[src/rtl/ifp_pkg.sv]
package ifp_pkg;
  localparam int DW        = 64;
  localparam int KEY_W     = 5;
  localparam int NUM_KEYS  = 1 << KEY_W;
  localparam int FLD_W     = DW / NUM_KEYS;
  localparam int STAT_W    = 32;
  localparam int KEY_HI_MSB = 61;
  localparam int KEY_HI_LSB = 60;
  localparam int KEY_LO_MSB = 11;
  localparam int KEY_LO_LSB = 9;
  localparam logic [STAT_W-1:0] STAT_KEY  = 32'h0020_0000;
  localparam logic [STAT_W-1:0] STAT_BASE = 32'h0800_0000;

  typedef logic [KEY_W-1:0] key_t;
  typedef logic [FLD_W-1:0] fld_t;

  typedef struct packed {
    logic              exec_ok;
    logic [STAT_W-1:0] status;
  } verdict_t;
endpackage

[src/rtl/ifp_key_extract.sv]
module ifp_key_extract
  import ifp_pkg::*;
(
  input  logic [DW-1:0] pte_dw1_i,
  output key_t          key_o
);
  assign key_o = {pte_dw1_i[KEY_HI_MSB:KEY_HI_LSB], pte_dw1_i[KEY_LO_MSB:KEY_LO_LSB]};
endmodule

[src/rtl/ifp_mask_reg.sv]
module ifp_mask_reg
  import ifp_pkg::*;
(
  input  logic          clk_i,
  input  logic          rst_ni,
  input  logic          wr_i,
  input  logic [DW-1:0] wdata_i,
  input  key_t          key_i,
  output logic [DW-1:0] q_o,
  output fld_t          fld_o
);
  logic [DW-1:0] mask_q;
  fld_t          fld [NUM_KEYS];

  always_ff @(posedge clk_i or negedge rst_ni) begin
    if (!rst_ni)   mask_q <= '0;
    else if (wr_i) mask_q <= wdata_i;
  end

  // key 0 sits at the most significant end
  for (genvar g = 0; g < NUM_KEYS; g++) begin : g_fld
    assign fld[g] = mask_q[FLD_W*(NUM_KEYS-1-g) +: FLD_W];
  end

  assign fld_o = fld[key_i];
  assign q_o   = mask_q;
endmodule

[src/rtl/ifp_decide.sv]
module ifp_decide
  import ifp_pkg::*;
(
  input  logic     base_exec_i,
  input  logic     key_chk_en_i,
  input  fld_t     fld_i,
  output verdict_t verdict_o
);
  logic key_deny;

  // only the low mask bit governs fetches
  assign key_deny = key_chk_en_i & fld_i[0];

  always_comb begin
    verdict_o.exec_ok = base_exec_i & ~key_deny;
    verdict_o.status  = '0;
    if (!verdict_o.exec_ok) begin
      if (key_deny)     verdict_o.status = verdict_o.status | STAT_KEY;
      if (!base_exec_i) verdict_o.status = verdict_o.status | STAT_BASE;
    end
  end
endmodule

[src/rtl/ifp_fetch_guard.sv]
module ifp_fetch_guard
  import ifp_pkg::*;
(
  input  logic              clk_i,
  input  logic              rst_ni,
  input  logic              mask_wr_i,
  input  logic [DW-1:0]     mask_wdata_i,
  output logic [DW-1:0]     mask_rdata_o,
  input  logic              req_valid_i,
  input  logic [DW-1:0]     pte_dw1_i,
  input  logic              base_exec_i,
  input  logic              key_chk_en_i,
  output logic              rsp_valid_o,
  output logic              exec_ok_o,
  output logic [STAT_W-1:0] status_o
);
  key_t     key;
  fld_t     fld;
  verdict_t verdict_d, verdict_q;
  logic     vld_q;

  ifp_key_extract u_key (
    .pte_dw1_i (pte_dw1_i),
    .key_o     (key)
  );

  ifp_mask_reg u_mask (
    .clk_i   (clk_i),
    .rst_ni  (rst_ni),
    .wr_i    (mask_wr_i),
    .wdata_i (mask_wdata_i),
    .key_i   (key),
    .q_o     (mask_rdata_o),
    .fld_o   (fld)
  );

  ifp_decide u_dec (
    .base_exec_i  (base_exec_i),
    .key_chk_en_i (key_chk_en_i),
    .fld_i        (fld),
    .verdict_o    (verdict_d)
  );

  always_ff @(posedge clk_i or negedge rst_ni) begin
    if (!rst_ni) begin
      vld_q     <= 1'b0;
      verdict_q <= '0;
    end else begin
      vld_q <= req_valid_i;
      if (req_valid_i) verdict_q <= verdict_d;
    end
  end

  assign rsp_valid_o = vld_q;
  assign exec_ok_o   = verdict_q.exec_ok;
  assign status_o    = verdict_q.status;
endmodule

[config.mk]
export PLATFORM = sky130hd
export DESIGN_NAME = ifp_fetch_guard
export DESIGN_NICKNAME = d
export VERILOG_FILES = /design/src/rtl/ifp_pkg.sv /design/src/rtl/ifp_key_extract.sv /design/src/rtl/ifp_mask_reg.sv /design/src/rtl/ifp_decide.sv /design/src/rtl/ifp_fetch_guard.sv
export SDC_FILE = /design/constraint.sdc
export NUM_CORES = 1
export LEC_CHECK = 0
export ABC_AREA = 1
export BUFFER_PORTS_ARGS = -buffer_cell sky130_fd_sc_hd__buf_2
export CAP_MARGIN = 20
export CORE_MARGIN = 10
export CORE_UTILIZATION = 36
export DETAILED_ROUTE_END_ITERATION = 12
export GPL_TIMING_DRIVEN = 1
export PLACE_DENSITY = 0.79
export SETUP_SLACK_MARGIN = 0.3
export SYNTH_ARGS = -nofsm -noshare
export SYNTH_HDL_FRONTEND = slang
export SYNTH_SLANG_ARGS = --single-unit
export TNS_END_PERCENT = 10
[constraint.sdc]
create_clock -name clk_i -period 1.1 [get_ports clk_i]
set_clock_uncertainty 0.2 [all_clocks]
set_input_delay 0.22 -clock clk_i [delete_from_list [all_inputs] [get_ports clk_i]]
set_output_delay 0.22 -clock clk_i [all_outputs]
set_load 0.02 [all_outputs]
# Word level (Yosys, flattened, before mapping)
# Cells that the tools add are included.
# word_totals
out_inout_bits,98
rom_bits,0
mem_count,0
latchBits,0
mem_bits_rw,0
input_bits,134
register_bits,98
wordCells,15
# op_classes
eq_ne,0
n_reduce_logical,0
shift,0
div_mod_pow,0
mul,0
add_sub_neg,0
bitwise,4
magnitude_cmp,1
n_mux,6
# op_table
cell,count
$mux W28,2
$mux W22,1
$bmux W2 S5,1
$ge A6 B6 Y1 const B,1
$not A5 Y6,1
$and A1 B1 Y1,2
$mux W1,2
$not A1 Y1,1

# Longest topological paths before layout
# depth
ltp_word,8
ltp_mapped,12
depth_no_buf,10

# By module
# A second synthesis with hierarchy kept.
# unflattened
hier_cells,470
hier_area_um2,4675.7
# modules_own_cells
mod,n_inst,area_per_inst_um2,seq_area_each_um2,cells_each
ifp_mask_reg,1,3059.2,1601.5,289
ifp_fetch_guard,1,1330.0,850.8,141
ifp_decide,1,249.0,0.0,35
ifp_key_extract,1,37.5,0.0,5

# Least setup slack after synthesis
# OpenSTA, ideal clock, no wires.
# synth_timing
path_kind,input to register
from,input pte_dw1_i[9]
to,register verdict_q (netlist bit exec_ok_o)
t_arrival_ps,1018
required_time_ps,784
path_buffers,2
setup_slack_ps,-235
cell_stages,12
setup_time_ps,116
path_cell_list,buf_6 > inv_4 > buf_6 > nand2_1 > nand3_1 > nand3_1 > nand2_1 > nand2_1 > nand3b_1 > nand3_1 > nand2_1 > nand2_1
# synth_via
elab_chain_len,7
# synth_rtl
element,line_no,rtl
from (decl),ifp_fetch_guard.sv:10,"input logic [DW-1:0] pte_dw1_i,"
$not A5 Y6 (not written as such),ifp_mask_reg.sv:25,assign fld_o = fld[key_i];
$bmux W2 S5,ifp_mask_reg.sv:25,
$mux W1 (not written as such) (2 in series),ifp_mask_reg.sv:25,
$and A1 B1 Y1,ifp_decide.sv:12,assign key_deny = key_chk_en_i & fld_i[0];
$not A1 Y1,ifp_decide.sv:15,verdict_o.exec_ok = base_exec_i & ~key_deny;
$and A1 B1 Y1,ifp_decide.sv:15,
to (signal assigned),ifp_fetch_guard.sv:50,if (req_valid_i) verdict_q <= verdict_d;
to (decl),ifp_fetch_guard.sv:19,"verdict_t verdict_d, verdict_q;"
# Every way passes these cells. The select of a mux whose other input is x is not followed.
# A chain may end at the register's enable or synchronous reset.

# Worst setup path in the final report
# layout_timing
from,register u_mask.mask_q[2] (netlist: u_mask.q_o[2])
to,register verdict_q (netlist bit status_o[21])
# layout_via
elab_chain_len,7
word_cells_on_any_way,9
cone_classes,mux: 6; bitwise: 3
# layout_rtl
element,line_no,rtl
from (decl),ifp_mask_reg.sv:12,logic [DW-1:0] mask_q;
from (signal assigned),ifp_mask_reg.sv:17,else if (wr_i) mask_q <= wdata_i;
$bmux W2 S5 *,ifp_mask_reg.sv:25,
$mux W1 (not written as such) * (2 in series),ifp_mask_reg.sv:25,
$and A1 B1 Y1 *,ifp_decide.sv:12,
$mux W22 / $not A1 Y1 (equally long branches),"ifp_decide.sv:18, ifp_decide.sv:15",
$mux W28 / $and A1 B1 Y1 (equally long branches),"ifp_decide.sv:19, ifp_decide.sv:15",
$mux W28 *,ifp_decide.sv:17,if (!verdict_o.exec_ok) begin
# Mark *: on every way between the ends. The rest lies on a longest branch, timed or not. The select of a mux whose other input is x is not followed.

==> run metrics <==
Die W=112 um; Total Wirelength=9980 um; Leak=2.61 nW; layout cell share with drive strength beyond 1=64.3%; first-pass GRT wire length=15200 um; Yosys cell types=15; Nets=591; Int Pwr=5.04 mW; GR Util met3=8.20%; clock network fraction of total power=30.2%; Flop pwr share=40.3%; #FFs+latches synth=68; setup ws final=-0.381 ns; Longest Clk Path Bufs=2; number of synthesized flops with an enable pin=0; minimum clock period=1.48 ns; routed len/inst=17.6 um; cells along the critical path=buf_6 > nand2_2 > nand3_2 > nand3_2 > nand2_1 > nand2_1 > nand3_2 > nand4_1 > nand2_1; required time of the critical path=1.13 ns; slowest stage delay, CP=0.42 ns; Clk pin slew, worst setup/hold paths=0.09 ns; vias in the first global route=2954; RSZ-0062 raised after global routing=true; Layout area overhead=64.4%; gpl congestion=0.850; Skew-Pair Late Insertion Delay=0.35 ns; Critical Path Start Type=flip-flop; Most used DFF post-synth=dfrtp_1; maxcap violations=0; total core area=8260 um^2; total CTS buffers=9; die area=12600 um^2; part of the cycle the worst path needs=135%; R2R depth=9; sequential area share after synthesis=55.4%; antenna violations before repair=0; H-Tree Depth=3; hold crit path type=in2async; CP max FO=2; Async S/R FF share, synth=100%; vias per inst=4.60; GR Util met1=15.5%; Switch Pwr=2.20 mW; Tot GR Track Use=14.9%; Achievable Freq=675 MHz; Combinational Power Share=29.5%; WHS=-0.347 ns; design area=5050 um^2; max-slew violation count=0; Initial Util=37.2%; Switching Fraction=30.3%; setup tns final=-18.01 ns; Via Count=2611; GR Util met2=25.3%; status=finished, violations left; Avg Cell Area, Syn=12.0 um^2; Fin. Hold Viols=136; largest net degree at the start of global routing=69; Syn. warnings=0; slowest stage cell, crit path=dfrtp_1; VDD IR-drop max=0.727 mV; Routed Antenna Nets=0; CTS tree=built; Final Util=61.1%; post-synthesis instance total=256; diode count=0; CP Capture Type=flip-flop; PwrDens=1430 nW/um^2; Post-Synthesis Cell Area=3070 um^2; Clock Sinks=68; GR Overflow Total=0; Arr. time, crit path=1.51 ns; Most Used Layer, Global Route=met2; commonest non-fill, non-tap cell in the layout=buf_2; final setup fails=82; failing checks=negative hold slack, negative setup slack; DR pass1 iterations=4; most frequent cells in the layout=buf_2, buf_6, dfrtp_1; placed cell areas=4080 um^2; DP HPWL=7090 um; Cell Rows=33; Post-route DRC=0; Port Buf Inserts=142; Top Ports=232; Iter 0 DRT Violations=103; Die Y=112 um; Clock Tree Root=clkbuf_8; critical path type=reg2reg
[power groups by stage]
stage               Combinational [mW]  Sequential [mW]  Clock, mW
finish                            2.13             2.92       2.18
global route                      2.28             2.95       2.34
CTS                               2.00             2.90       2.23
detailed placement                1.55             2.96          0
global placement                  1.51             2.95          0
floorplan                        0.599             3.26          0
[cell usage after synthesis (2+ instances only)]
| cell type | n | share of area, % |
|---|---|---|
| buf_2 | 8 | 1.3 |
| inv_1 | 4 | 0.49 |
| nor2_1 | 2 | 0.24 |
| mux2_2 | 4 | 1.5 |
| buf_6 | 2 | 0.73 |
| mux2_1 | 60 | 22 |
| nand2_1 | 46 | 5.6 |
| dfrtp_1 | 68 | 55 |
| buf_4 | 31 | 7.6 |
| nand3_1 | 26 | 4.2 |
[kinds of logic (layout without fill, tap and decap cells)]
group | Yosys count | count (layout) | synth area share (%)
buffers and inverters | 47 | 224 | 10.4
AND/OR/NAND/NOR | 76 | 76 | 10.6
flip-flops | 68 | 68 | 55.4
other | 1 | 30 | 0.122
multiplexers | 64 | 64 | 23.5
[layout make-up]
| cell class | count | area [um^2] |
|---|---|---|
| sequential | 68 | 1720 |
| clock buffer | 11 | 151 |
| multi-input combinational | 170 | 1380 |
| tap | 105 | 131 |
| timing repair buffer | 202 | 1570 |
| inverter | 6 | 27.5 |
| clock inverter | 5 | 58.8 |
| fill | 647 | 3210 |
[sequential cells by signal, summed over array words and instances (netlist names)]
name and count:
rsp_valid_o 1, status_o 2, u_mask.q_o 64, exec_ok_o 1
[routing by layer]
layer	part of all wire [%]	up-vias
li1	-	1197
met1	36	1277
met2	51	120
met3	11	17
met4	1.7	0
met5	0	-
[per-stage QoR]
step	instances	setup slack (ns)	hold slack [ns]	power, mW
final	567	-0.381	-0.347	7.24
after floorplan	285	-0.221	-0.276	3.86
after global placement	524	-0.319	0.0635	4.46
after CTS	565	-0.338	-0.313	7.13
after detailed placement	524	-0.364	0.0719	4.50
after global routing	567	-0.436	-0.329	7.57
[critical path, delay by kind of cell, from the launching register on]
family	cells	cell delay (ns)
DFF	1	0.42
and+or+nand+nor	8	0.60
buffers and inverters	1	0.14
[worst paths after layout]
path	endpoint	slack, ns	from
max	status_o[21]$_DFFE_PN0P_	-0.38	u_mask.q_o[2]$_DFFE_PN0P_
min	u_mask.q_o[17]$_DFFE_PN0P_	-0.35	rst_ni
max reg2reg	status_o[21]$_DFFE_PN0P_	-0.38	u_mask.q_o[2]$_DFFE_PN0P_
min reg2reg	u_mask.q_o[43]$_DFFE_PN0P_	0.28	u_mask.q_o[43]$_DFFE_PN0P_
max in group asynchronous	u_mask.q_o[42]$_DFFE_PN0P_	0.68	rst_ni
min in group clk_i	rsp_valid_o$_DFF_PN0_	-0.15	req_valid_i
[timing repair]
item                                    in CTS  in global routing
endpoints found under the hold margin      136                135
resized for setup                          108                 50
endpoints found under the setup margin     135                135
pin swaps                                    3                 16
buffers inserted                            25                  2
No activity file was read; power rests on OpenSTA's default activity.
